===== src/rtl/crt_pkg.sv =====
package crt_pkg;

    typedef struct packed {
        logic ovf;
        logic ext;
        logic rx_sel;
        logic tx_sel;
        logic ext_en;
        logic run;
        logic cnt_src;
        logic cap_sel;
    } ctrl_t;

    typedef enum logic [1:0] {
        MODE_RELOAD  = 2'd0,
        MODE_CAPTURE = 2'd1,
        MODE_BAUD    = 2'd2
    } mode_e;

    localparam int CTRL_ADDR = 0;

    function automatic mode_e decode_mode(ctrl_t c);
        if (c.rx_sel || c.tx_sel) return MODE_BAUD;
        if (c.cap_sel)            return MODE_CAPTURE;
        return MODE_RELOAD;
    endfunction

endpackage


===== src/rtl/crt_edge_sync.sv =====
module crt_edge_sync (
    input  logic clk,
    input  logic rst,
    input  logic pin,
    output logic fall
);
    logic s1, s2, prev;

    always_ff @(posedge clk) begin
        if (rst) begin
            s1   <= 1'b0;
            s2   <= 1'b0;
            prev <= 1'b0;
        end else begin
            s1   <= pin;
            s2   <= s1;
            prev <= s2;
        end
    end

    assign fall = prev & ~s2;

endmodule


===== src/rtl/crt_ctrl.sv =====
module crt_ctrl
    import crt_pkg::*;
(
    input  logic       clk,
    input  logic       rst,
    input  logic       wr,
    input  logic [7:0] wr_data,
    input  logic       set_ovf,
    input  logic       set_ext,
    output ctrl_t      ctrl
);
    ctrl_t ctrl_n;

    always_comb begin
        ctrl_n = wr ? ctrl_t'(wr_data) : ctrl;
        if (set_ovf) ctrl_n.ovf = 1'b1;
        if (set_ext) ctrl_n.ext = 1'b1;
    end

    always_ff @(posedge clk) begin
        if (rst) ctrl <= '0;
        else     ctrl <= ctrl_n;
    end

    // overflow flag is sticky without a software write
    a_r4_ovf_sticky: assert property (@(posedge clk) disable iff (rst)
        (ctrl.ovf && !wr) |=> ctrl.ovf);

    // external flag is sticky without a software write
    a_r6_ext_sticky: assert property (@(posedge clk) disable iff (rst)
        (ctrl.ext && !wr) |=> ctrl.ext);

    // trigger enable off means the external flag cannot rise by hardware
    a_r8_no_ext_when_off: assert property (@(posedge clk) disable iff (rst)
        (!ctrl.ext_en && !wr && !ctrl.ext) |=> !ctrl.ext);

    // baud mode never raises the overflow flag
    a_r9_no_ovf_in_baud: assert property (@(posedge clk) disable iff (rst)
        ((ctrl.rx_sel || ctrl.tx_sel) && !wr && !ctrl.ovf) |=> !ctrl.ovf);

endmodule


===== src/rtl/crt_counter.sv =====
module crt_counter #(
    parameter int WIDTH = 16
) (
    input  logic              clk,
    input  logic              rst,
    input  logic              step,
    input  logic              reload_on_roll,
    input  logic              trig_reload,
    input  logic              trig_capture,
    input  logic [WIDTH/8-1:0] cnt_be,
    input  logic [WIDTH/8-1:0] rld_be,
    input  logic [7:0]        wr_byte,
    output logic [WIDTH-1:0]  count,
    output logic [WIDTH-1:0]  reload,
    output logic              rollover
);
    localparam int NBYTES = WIDTH / 8;

    logic [WIDTH-1:0] count_n, reload_n;

    assign rollover = step && (&count);

    always_comb begin
        count_n  = count;
        reload_n = reload;
        if (trig_reload) begin
            count_n = reload;
        end else if (step) begin
            if (rollover) count_n = reload_on_roll ? reload : '0;
            else          count_n = count + 1'b1;
        end
        if (trig_capture) reload_n = count;
        for (int i = 0; i < NBYTES; i++) begin
            if (cnt_be[i]) count_n[i*8 +: 8]  = wr_byte;
            if (rld_be[i]) reload_n[i*8 +: 8] = wr_byte;
        end
    end

    always_ff @(posedge clk) begin
        if (rst) begin
            count  <= '0;
            reload <= '0;
        end else begin
            count  <= count_n;
            reload <= reload_n;
        end
    end

    // no step, no trigger reload, no write -> count unchanged
    a_r2_hold: assert property (@(posedge clk) disable iff (rst)
        (!step && !trig_reload && cnt_be == '0) |=> $stable(count));

    // rollover in wrap mode returns to zero
    a_r4_wrap_zero: assert property (@(posedge clk) disable iff (rst)
        (rollover && !reload_on_roll && !trig_reload && cnt_be == '0) |=> (count == '0));

    // rollover in reload mode loads the reload value
    a_r5_roll_reload: assert property (@(posedge clk) disable iff (rst)
        (rollover && reload_on_roll && cnt_be == '0) |=> (count == $past(reload)));

endmodule


===== src/rtl/capture_reload_timer.sv =====
module capture_reload_timer
    import crt_pkg::*;
#(
    parameter int WIDTH  = 16,
    parameter int ADDR_W = 3
) (
    input  logic              clk,
    input  logic              rst,
    input  logic              tick_en,
    input  logic              cnt_pin,
    input  logic              trig_pin,
    input  logic              wr_en,
    input  logic [ADDR_W-1:0] wr_addr,
    input  logic [7:0]        wr_data,
    input  logic [ADDR_W-1:0] rd_addr,
    output logic [7:0]        rd_data,
    output logic              ovf_flag,
    output logic              ext_flag,
    output logic              irq,
    output logic              baud_pulse
);
    localparam int NBYTES   = WIDTH / 8;
    localparam int CNT_BASE = CTRL_ADDR + 1;
    localparam int RLD_BASE = CNT_BASE + NBYTES;
    localparam int NPINS    = 2;

    ctrl_t            ctrl;
    mode_e            mode;
    logic [NPINS-1:0] pins, falls;
    logic             step, trig, rollover, ctrl_wr, pulse_q;
    logic [NBYTES-1:0] cnt_be, rld_be;
    logic [WIDTH-1:0] count, reload;

    assign pins = {trig_pin, cnt_pin};

    for (genvar p = 0; p < NPINS; p++) begin : g_sync
        crt_edge_sync u_sync (
            .clk (clk),
            .rst (rst),
            .pin (pins[p]),
            .fall(falls[p])
        );
    end

    assign mode    = decode_mode(ctrl);
    assign step    = ctrl.run && (ctrl.cnt_src ? falls[0] : tick_en);
    assign trig    = ctrl.ext_en && (mode != MODE_BAUD) && falls[1];
    assign ctrl_wr = wr_en && (wr_addr == ADDR_W'(CTRL_ADDR));

    for (genvar b = 0; b < NBYTES; b++) begin : g_be
        assign cnt_be[b] = wr_en && (wr_addr == ADDR_W'(CNT_BASE + b));
        assign rld_be[b] = wr_en && (wr_addr == ADDR_W'(RLD_BASE + b));
    end

    crt_ctrl u_ctrl (
        .clk    (clk),
        .rst    (rst),
        .wr     (ctrl_wr),
        .wr_data(wr_data),
        .set_ovf(rollover && (mode != MODE_BAUD)),
        .set_ext(trig),
        .ctrl   (ctrl)
    );

    crt_counter #(.WIDTH(WIDTH)) u_cnt (
        .clk           (clk),
        .rst           (rst),
        .step          (step),
        .reload_on_roll(mode != MODE_CAPTURE),
        .trig_reload   (trig && (mode == MODE_RELOAD)),
        .trig_capture  (trig && (mode == MODE_CAPTURE)),
        .cnt_be        (cnt_be),
        .rld_be        (rld_be),
        .wr_byte       (wr_data),
        .count         (count),
        .reload        (reload),
        .rollover      (rollover)
    );

    always_ff @(posedge clk) begin
        if (rst) pulse_q <= 1'b0;
        else     pulse_q <= rollover && (mode == MODE_BAUD);
    end

    always_comb begin
        rd_data = '0;
        if (rd_addr == ADDR_W'(CTRL_ADDR)) rd_data = ctrl;
        for (int i = 0; i < NBYTES; i++) begin
            if (rd_addr == ADDR_W'(CNT_BASE + i)) rd_data = count[i*8 +: 8];
            if (rd_addr == ADDR_W'(RLD_BASE + i)) rd_data = reload[i*8 +: 8];
        end
    end

    assign ovf_flag   = ctrl.ovf;
    assign ext_flag   = ctrl.ext;
    assign irq        = ctrl.ovf | ctrl.ext;
    assign baud_pulse = pulse_q;

    // a baud pulse always follows a rollover taken in baud mode
    a_r9_pulse_cause: assert property (@(posedge clk) disable iff (rst)
        $rose(baud_pulse) |-> $past(rollover));

endmodule


===== config.mk =====
export PLATFORM = sky130hd
export DESIGN_NAME = capture_reload_timer
export DESIGN_NICKNAME = d
export VERILOG_FILES = /design/src/rtl/crt_pkg.sv /design/src/rtl/crt_edge_sync.sv /design/src/rtl/crt_ctrl.sv /design/src/rtl/crt_counter.sv /design/src/rtl/capture_reload_timer.sv
export SDC_FILE = /design/constraint.sdc
export NUM_CORES = 1
export LEC_CHECK = 0
export BUFFER_PORTS_ARGS = -buffer_cell sky130_fd_sc_hd__buf_4
export CAP_MARGIN = 20
export CELL_PAD_IN_SITES_DETAIL_PLACEMENT = 1
export CELL_PAD_IN_SITES_GLOBAL_PLACEMENT = 1
export CORE_AREA = 2 2 85 87
export DETAILED_ROUTE_END_ITERATION = 10
export DIE_AREA = 0 0 87 89
export GPL_TIMING_DRIVEN = 0
export PLACE_DENSITY_LB_ADDON = 0.1
export SYNTH_ARGS = -nofsm -noshare
export SYNTH_HDL_FRONTEND = slang
export SYNTH_SLANG_ARGS = --single-unit

===== constraint.sdc =====
create_clock -name clk -period 2.09 [get_ports clk]
set_input_delay 0.3135 -clock clk [delete_from_list [all_inputs] [get_ports clk]]
set_output_delay 0.3135 -clock clk [all_outputs]
set_load 0.05 [all_outputs]

==> results.cfg, run 1 <==
[status]
status = completed

[place]
placed_cell_area_sq_um = 3183
port_buffers = 28
gp_congestion = 0.9752
dp_hpwl_microns = 7675

[cts]
clock_path_buffers = 2
root_buffer = clkbuf_8
clock_latency_ns = 0.31
numCtsBuffers = 5
cts_sinks = 47
cts_tree = done
cts_setup_buffers = 0
cts_max_level = 2
postCtsHoldBufs = 0
clkTransAtPathRegs_ns = 0.10

[worst_setup_path]
r2r_start = u_cnt.count[0]
crit_arrival_ns = 2.24
cp.required_ns = 2.33
crit_type = reg2reg
cp-startpoint = u_cnt.count[0]
worst-path-max-fanout = 10
cp-end-kind = register
cp-start-kind = register

[layout]
finalNetCount = 433
layout-drive-gt1-share_pct = 15.74
final_util_pct = 48.98
multi_input_area_sq_um = 1800
seq_area_sq_um = 943.4
stdcell_area_sq_um = 3291
area_growth_pct = 14.55
nFillCells = 864
antenna_cells = 0

[synthesis]
yosys.area_share.simple_pct = 27.96
async_reset_ff_share_pct = 0
synthDistinctLibCells = 48
muxShareOfSynthArea_pct = 8.711
syn_area_per_cell_sq_um = 7.600
synth_nets = 399
synth_top_area_share_pct = 32.75
postSynthCellCount = 378
synthFlopType = dfxtp_1
synth_compound_gate_area_share_pct = 20.64
synth_area_leader_cell = dfxtp_1
synth_edf_count = 0
ys_seq_area_share_pct = 32.75
yosys.area_share.adder_pct = 0.4355
ys_seq_elements = 47
yosysWarnings = 0
synth_top_family_by_area = simple AND/OR/NAND/NOR gates
synth_xor_area_share_pct = 4.268
mappedNetlistArea_sq_um = 2873
synthTopCellsByArea = dfxtp_1 (33%), mux2i_1 (8.7%), nor2_1 (7.7%)

[global_routing]
overflow = 0
grt_pass1_vias = 2929
grtUsageTotal_pct = 28.18
antenna_found_initial = 0
grt_pass1_wl_microns = 16150
grt_max_degree = 16

[timing]
final.min_clock_period_ns = 1.996
period_share_pct = 95.50
hold_violations = 0
worst_slew_pin_slew_ns = 0.9496
whs_ns = 0.2028
clock.fmax_mhz = 501.0
finClkSkew_ns = 0.01013
final-max-slew-violation-count = 0
rsz0062_at_grt = false
setup_viol = 0
slew_headroom_pct = 36.20

[worst_hold_path]
min_from = trig_pin
min_path_type = in2reg

[floorplan]
ios = 32
initial_core_util_pct = 42.76
core_sq_um = 6719
design.die.area_sq_um = 7743
placementRows = 30
fp.dieW_microns = 87
fp.dieH_microns = 89

[drt]
via_per_inst = 5.984
first_pass_iters = 4
drt_iter0_drc = 202
drt_wl_total_microns = 10470
final_antenna_net_count = 0
vias = 2950
post_drt_wl_per_cell_microns = 21.25
remaining_drc_errors = 0

[run]
drv_cap = 0

[pwr]
leakagePower_nw = 1.225
p_per_area_nw_per_um2 = 536.0
ir_worst_vdd_v = 0.0002775
[cell usage in the layout (no fill, tap or decap), drive strengths merged, types with 10 or more instances in the layout]
cell,synthesis,final
buf,15,43
mux2i,25,25
xor2,10,10
nand2,37,37
clkbuf,13,17
nor2,61,61
nand3,15,15
o21ai,13,13
a21oi,40,40
dfxtp,47,47
nor3,16,16
[critical path: stages (launching register included)]
cell and delay [ns]:
dfxtp_2 0.44, ha_1 0.28, nand4_4 0.17, nor2_4 0.18, a31o_1 0.18, buf_6 0.16
mux2i_1 0.24, o21ai_0 0.11, a21oi_1 0.16
[sequential cells by signal, summed over array words and instances, names as in the netlist]
| signal | count |
|---|---|
| u_cnt.count | 16 |
| u_cnt.reload | 16 |
| u_ctrl.ctrl | 8 |
| g_sync.u_sync.prev | 2 |
| g_sync.u_sync.s1 | 2 |
| g_sync.u_sync.s2 | 2 |
| baud_pulse | 1 |
[where the power goes]
group	internal [mW]	switching, mW
Combinational	0.0878	0.154
Sequential	0.916	0.0256
Clock	0.234	0.347
[layout make-up]
class / instances / share of cell area (%)
Timing Repair Buffer: 28 / 6.388
Clock inverter: 3 / 0.6084
Buffer: 27 / 4.373
Inverter: 1 / 0.1141
Multi-Input combinational cell: 302 / 54.71
Clock buffer: 5 / 2.091
Sequential cell: 47 / 28.67
Tap cell: 80 / 3.042
[through the flow]
stage	total power [mW]	TNS [ns]	instances	setup WS, ns
after floorplan	1.095	-0.5537	378	-0.09068
after CTS	1.764	0	493	0.02464
after global placement	1.192	-0.09023	486	-0.02669
after global routing	1.842	0	493	0.006847
after detailed placement	1.198	-0.5213	486	-0.06910
final	1.764	0	493	0.09405
[synth_stat cells (all sizes together) (4+ instances only)]
library cell / n
nor2: 61
dfxtp: 47
a21oi: 40
nand2: 37
mux2i: 25
nor3: 16
buf: 15
nand3: 15
clkbuf: 13
o21ai: 13
xor2: 10
and3: 9
nor2b: 9
o22ai: 9
a22oi: 8
nand4: 5
o2bb2ai: 5
a211oi: 4
and2: 4
xnor2: 4
[layer usage]
layer	share of wire (%)	up-vias	global-route usage, %
met5	0	-	0
met2	49	87	47.68
li1	-	1407	-
met4	3.5	0	11.36
met3	3.5	26	3.324
met1	44	1430	36.63
[cells by family (layout without fill, tap and decap cells)]
group	after synthesis	count (layout)
AO/OA/AOI/OAI	94	94
XOR/XNOR	14	14
adder cells (fa/ha/maj)	1	1
buffers and inverters	29	64
flip-flops	47	47
multiplexers	25	25
AND/OR/NAND/NOR	168	168
[path summary, 6_finish.rpt]
| check | endpoint | slack [ns] | cells after the start |
|---|---|---|---|
| worst max-delay path | u_cnt.count[10] | 0.09 | 8 |
| worst min-delay path | g_sync[1].u_sync.s1 | 0.20 | 2 |
| worst min register to register | g_sync[1].u_sync.s2 | 0.46 | 1 |
| worst max register to register | u_cnt.count[10] | 0.09 | 8 |
[repair_timing]
item / 4_1_cts / 5_1_grt
gates resized for setup: 2 / 5
pin swaps: 0 / 0
setup endpoints to repair: 19 / 11
cloned: 0 / 0
Power figures use the tool's default switching activity.
==> run 2, diff against run 1 <==
--- a/config.mk
+++ b/config.mk
@@ -9,11 +9,12 @@
 export CAP_MARGIN = 20
 export CELL_PAD_IN_SITES_DETAIL_PLACEMENT = 1
 export CELL_PAD_IN_SITES_GLOBAL_PLACEMENT = 1
-export CORE_AREA = 2 2 85 87
+export CORE_AREA = 2 2 95 79
 export DETAILED_ROUTE_END_ITERATION = 10
-export DIE_AREA = 0 0 87 89
+export DIE_AREA = 0 0 97 81
 export GPL_TIMING_DRIVEN = 0
 export PLACE_DENSITY_LB_ADDON = 0.1
 export SYNTH_ARGS = -nofsm -noshare
 export SYNTH_HDL_FRONTEND = slang
+export SYNTH_HIERARCHICAL = 1
 export SYNTH_SLANG_ARGS = --single-unit
==> run 2 against run 1 <==
Net effect:
- clock power grew 19%
- non-clock buffer count rose by 3
- wire length down 1.3%
- sequential power rose by 0.4%
- final cell count rose by 1.8%
- power increased by 7.2%
- maximum frequency is 1.2% lower
- critical path depth stayed put
- sequential share of layout area shrank 1.9 points
==> results.cfg, run 2 <==
[layout]
layout_common_cells = nor2_1 (51), dfxtp_1 (42), nand2_1 (41)
antenna_cells = 0
nFillCells = 900
multi_input_area_sq_um = 1928
area_growth_pct = 19.02
seq_area_sq_um = 947.2
instances_no_fill = 502
layout_commonest_cell = nor2_1
largestRegisters = u_cnt/count (16), u_cnt/reload (16), u_ctrl/ctrl (8)
layout-drive-gt1-share_pct = 22.09
final_util_pct = 50.27
finalNetCount = 432

[drt]
post_drt_wl_per_cell_microns = 20.59
final_antenna_net_count = 0
remaining_drc_errors = 0
vias = 2916
drt_wl_total_microns = 10340
via_per_inst = 5.809
drt_iter0_drc = 221
first_pass_iters = 5

[floorplan]
initial_core_util_pct = 42.24
ios = 32
fp.dieH_microns = 81
fp.dieW_microns = 97
design.die.area_sq_um = 7857
core_sq_um = 7042
placementRows = 28

[pwr]
switching_share_pct = 27.31
switching_power_uw = 516.2
clkPwrFrac_pct = 36.7
p_total_mw = 1.890
pwr-share-comb_pct = 13.2
leakagePower_nw = 1.364
ir_worst_vdd_v = 0.0003320
p_per_area_nw_per_um2 = 534.0
p_seq_share_pct = 50.0
internal_power_mw = 1.374

[timing]
hold_violations = 0
final.setup.worst_slack_ns = 0.06972
clock.fmax_mhz = 495.0
final.min_clock_period_ns = 2.020
final-max-slew-violation-count = 0
worst_slew_pin_slew_ns = 0.7013
tns_ns = 0
setup_viol = 0
slew_headroom_pct = 53.14
finClkSkew_ns = 0.003491
period_share_pct = 96.66

[worst_setup_path]
cp.required_ns = 2.33
cp_top_family = simple AND/OR/NAND/NOR gates
cp-end-kind = register
crit_buf_inv = 2
cp-start-kind = register
crit_chain = and2b_2 > and3_1 > nor2b_1 > buf_4 > a21oi_4 > clkbuf_16 > mux2_4 > o22ai_1
worst-path-max-fanout = 9
crit_arrival_ns = 2.26
cpMaxStageDelayCell = dfxtp_2
crit_type = reg2reg
critPathMaxStageDelay_ns = 0.33

[run]
drv_cap = 0

[synthesis]
ys_seq_elements = 47
synth_area_leader_cell = dfxtp_1
synthTopCellsByCount = nor2_1 (54), dfxtp_1 (47), nand2_1 (41), a21oi_1 (35), mux2i_1 (30)
synthFlopType = dfxtp_1
mappedNetlistArea_sq_um = 2974
synth_top_area_share_pct = 31.64
synth.most_common_cell = nor2_1
yosys.area_share.adder_pct = 0.4207
synth_edf_count = 0
ys_seq_area_share_pct = 31.64
synth_nets = 394
synth_xor_area_share_pct = 4.123
postSynthCellCount = 373
muxShareOfSynthArea_pct = 16.91
synthTopCellsByArea = dfxtp_1 (32%), mux2i_1 (10%), nor2_1 (6.8%)
async_reset_ff_share_pct = 0
syn_area_per_cell_sq_um = 7.973
synthDistinctLibCells = 44
synth_compound_gate_area_share_pct = 15.94
yosys.area_share.simple_pct = 25.75
synth_top_family_by_area = simple AND/OR/NAND/NOR gates
yosysWarnings = 6

[status]
status = completed

[place]
dp_hpwl_microns = 7512
post-place-ws_ns = -0.5415
port_buffers = 30
dpl.cell_count = 493
gp_congestion = 0.9148

[cts]
cts_sinks = 47
clock_path_buffers = 2
clock_latency_ns = 0.31
cts_tree = done
numCtsBuffers = 5
root_buffer = clkbuf_8
postCtsHoldBufs = 0
clkTransAtPathRegs_ns = 0.09
cts_max_level = 2

[global_routing]
grt_pass1_vias = 2911
grt_max_degree = 16
antenna_found_initial = 0
overflow = 0
grtUsageTotal_pct = 26.64
grt_pass1_wl_microns = 16120

[worst_hold_path]
min_path_type = in2reg
run 2: cell types whose count changed after synthesis, moves of 7 or more:
cell     previous run  this run
and3_1              9         2
mux2_4              0         9
nand3_1            15         5
nor2b_1             9        16
nor3_1             15         7
o21ai_1             9         0
run 2: kinds of logic after synthesis:
logic type,after synthesis
compound gates,76
xor+xnor,14
fa+ha+maj,1
buf+inv,34
flops,47
mux,45
simple gates,156
run 2: path summary, 6_finish.rpt:
path                            slack (ns)                 from  cells past startpoint                  end
worst min register to register        0.45  g_sync[1].u_sync/s1                      1  g_sync[1].u_sync/s2
worst min-delay path                  0.21              cnt_pin                      2  g_sync[0].u_sync/s1
worst max-delay path                  0.07  g_sync[1].u_sync/s2                      8      u_cnt/count[11]
worst max register to register        0.07  g_sync[1].u_sync/s2                      8      u_cnt/count[11]
run 2: final cells by class:
cell class	instances	share of cell area (%)
multi-input cells	292	54.47
flip-flops and latches	47	26.76
repair buffers	35	7.918
plain buffers	23	3.747
well taps	90	3.181
clock buffers	5	1.944
clock inverters	3	1.237
inverters	7	0.7423
run 2: through the flow:
step                      hold WS, ns  cell area, sq um
after CTS                      0.2039              3451
after global routing           0.2318              3540
after detailed placement       0.4327              3312
after global placement         0.4177              3312
final                          0.2094              3540
after floorplan                0.3851              2974
run 2: layer usage:
layer  global-route usage (%)  vias to the layer above  share of wire [%]
met1                    37.87                     1426                 47
met4                    7.042                        0                1.5
met2                    41.67                       93                 44
met3                    5.077                       14                6.9
li1                         -                     1383                  -
met5                        0                        -                  0
run 2: what timing repair did:
action,CTS,global route
resized for setup,12,15
endpoints found under the setup margin,31,17
buffers inserted,1,3
pin swaps,1,1
cloned,0,1
run 2: power by group through the flow:
stage | combinational (mW) | clock, mW | sequential (mW)
2_1_floorplan | 0.148 | 0 | 0.957
3_3_place_gp | 0.241 | 0 | 0.964
3_5_place_dp | 0.245 | 0 | 0.965
4_1_cts | 0.247 | 0.711 | 0.944
5_1_grt | 0.272 | 0.744 | 0.949
6_report | 0.250 | 0.694 | 0.945
==> run 3, diff against run 2 <==
--- a/config.mk
+++ b/config.mk
@@ -9,9 +9,9 @@
 export CAP_MARGIN = 20
 export CELL_PAD_IN_SITES_DETAIL_PLACEMENT = 1
 export CELL_PAD_IN_SITES_GLOBAL_PLACEMENT = 1
-export CORE_AREA = 2 2 95 79
+export CORE_AREA = 2 2 92 77
 export DETAILED_ROUTE_END_ITERATION = 10
-export DIE_AREA = 0 0 97 81
+export DIE_AREA = 0 0 94 79
 export GPL_TIMING_DRIVEN = 0
 export PLACE_DENSITY_LB_ADDON = 0.1
 export SYNTH_ARGS = -nofsm -noshare
==> constraint.sdc (replaced) <==
create_clock -name clk -period 2.51 [get_ports clk]
set_input_delay 0.3765 -clock clk [delete_from_list [all_inputs] [get_ports clk]]
set_output_delay 0.3765 -clock clk [all_outputs]
set_load 0.05 [all_outputs]
==> run 3 against run 2 <==
Net effect:
- clock-buffer cell count increased by 1
- clock power down 27%
- hold slack better by 0.061 ns
- wire length decreased by 0.73%
- maximum frequency is 14% lower
- largest power group unchanged
==> results.cfg, run 3 (synthesis results as in run 2) <==
[status]
status = completed

[timing]
rsz0062_at_grt = false
finClkSkew_ns = 0.009746
setup_viol = 0
final.min_clock_period_ns = 2.342
slew_headroom_pct = 53.04
worst_slew_pin_slew_ns = 0.7028
final-max-slew-violation-count = 0
clock.fmax_mhz = 426.9
period_share_pct = 93.32
hold_violations = 0
final.setup.worst_slack_ns = 0.1676

[drt]
post_drt_wl_per_cell_microns = 20.69
via_per_inst = 5.927
vias = 2940
drt_iter0_drc = 177
remaining_drc_errors = 0
first_pass_iters = 5
drt_wl_total_microns = 10260
final_antenna_net_count = 0

[layout]
layout_commonest_cell = nor2_1
layout-drive-gt1-share_pct = 18.09
layout_common_cells = nor2_1 (54), dfxtp_1 (47), nand2_1 (41)
largestRegisters = u_cnt/count (16), u_cnt/reload (16), u_ctrl/ctrl (8)
instances_no_fill = 496
antenna_cells = 0
nFillCells = 841
area_growth_pct = 14.43
finalNetCount = 429

[floorplan]
design.die.area_sq_um = 7426
ios = 32
fp.dieH_microns = 79
placementRows = 27
initial_core_util_pct = 45.15
core_sq_um = 6588
fp.dieW_microns = 94

[cts]
cts_max_level = 2
clock_latency_ns = 0.32
cts_tree = done
clock_path_buffers = 2
root_buffer = clkbuf_8
numCtsBuffers = 5
clkTransAtPathRegs_ns = 0.10
postCtsHoldBufs = 0
cts_sinks = 47

[global_routing]
grtUsageTotal_pct = 29.36
antenna_found_initial = 0
grt_pass1_wl_microns = 16280
grt_pass1_vias = 2926
grt_max_degree = 16
overflow = 0

[run]
drv_cap = 0

[worst_setup_path]
cp-end-kind = register
crit_arrival_ns = 2.53
crit_type = reg2reg
cp.required_ns = 2.70
cp-start-kind = register
worst-path-max-fanout = 10

[worst_hold_path]
min_path_type = in2reg

[pwr]
pwr-share-comb_pct = 13.8
p_total_mw = 1.501
ir_worst_vdd_v = 0.0002815
switching_power_uw = 430.3
leakagePower_nw = 1.305
p_seq_share_pct = 52.4
p_per_area_nw_per_um2 = 441.0
internal_power_mw = 1.070
clkPwrFrac_pct = 33.8
switching_share_pct = 28.67

[place]
port_buffers = 30
gp_congestion = 0.9449
dp_hpwl_microns = 7563
post-place-ws_ns = -0.1974
dpl.cell_count = 490
[run 3: cell count changes in the layout (fill, tap and decap cells not counted), moves of 2 or more]
cell and delta:
dfxtp_2 -5, dfxtp_1 +5, nor2_4 -2, clkbuf_1 +2, nor2_1 +3, buf_4 -7, clkbuf_2 +2
[run 3: path summary, 6_finish.rpt]
check,start,endpoint,slack [ns],depth (start not counted)
min,trig_pin,g_sync[1].u_sync/s1,0.27,2
min reg2reg,g_sync[1].u_sync/s1,g_sync[1].u_sync/s2,0.46,1
max,u_ctrl/ctrl[5],u_cnt/reload[0],0.17,8
max reg2reg,u_ctrl/ctrl[5],u_cnt/reload[0],0.17,8
[run 3: cell type report]
| class | instances | area, sq um | area share (%) |
|---|---|---|---|
| buffer | 25 | 123.9 | 3.640 |
| clock buffer | 6 | 82.58 | 2.426 |
| clock inverter | 2 | 16.27 | 0.4779 |
| inverter | 7 | 26.28 | 0.7721 |
| multi-input combinational | 292 | 1879 | 55.22 |
| sequential | 47 | 940.9 | 27.65 |
| tap | 87 | 108.9 | 3.199 |
| timing repair buffer | 30 | 225.2 | 6.618 |
[run 3: per-stage QoR]
stage	cell area, sq um	TNS, ns	utilization, %	hold slack [ns]
finish	3403	0	51.66	0.2699
global route	3403	0	51.66	0.2796
CTS	3402	0	51.64	0.2716
detailed placement	3308	-2.174	50.22	0.4374
floorplan	2974	0	-	0.4138
global placement	3308	-1.548	50.22	0.4163
[run 3: timing repair]
item,in CTS,in global routing
gates resized for setup,2,2
endpoints found under the setup margin,18,9
setup buffers,0,0
[run 3: layer usage]
metal	share of wire [%]	vias to the layer above	wire, microns	GRT usage, %
met2	46	60	4751	46.43
met3	3.3	14	342	4.839
met5	0	-	0	0
met4	1.4	0	147	7.971
met1	49	1490	5019	41.48
li1	-	1376	-	-
[run 3: power by group through the flow]
stage / Sequential [mW] / Clock [mW] / Combinational, mW
floorplan: 0.797 / 0 / 0.123
global placement: 0.803 / 0 / 0.199
detailed placement: 0.803 / 0 / 0.204
CTS: 0.786 / 0.520 / 0.205
global route: 0.789 / 0.553 / 0.224
finish: 0.787 / 0.507 / 0.207
[run 3: worst max-delay path, cell delays in order, from the launching register on]
cell     delay [ns]
dfxtp_1        0.35
nor2_1         0.30
and3_1         0.24
and2_2         0.37
buf_2          0.41
mux2i_1        0.25
nor2_1         0.06
a21oi_1        0.15
nor2_1         0.06
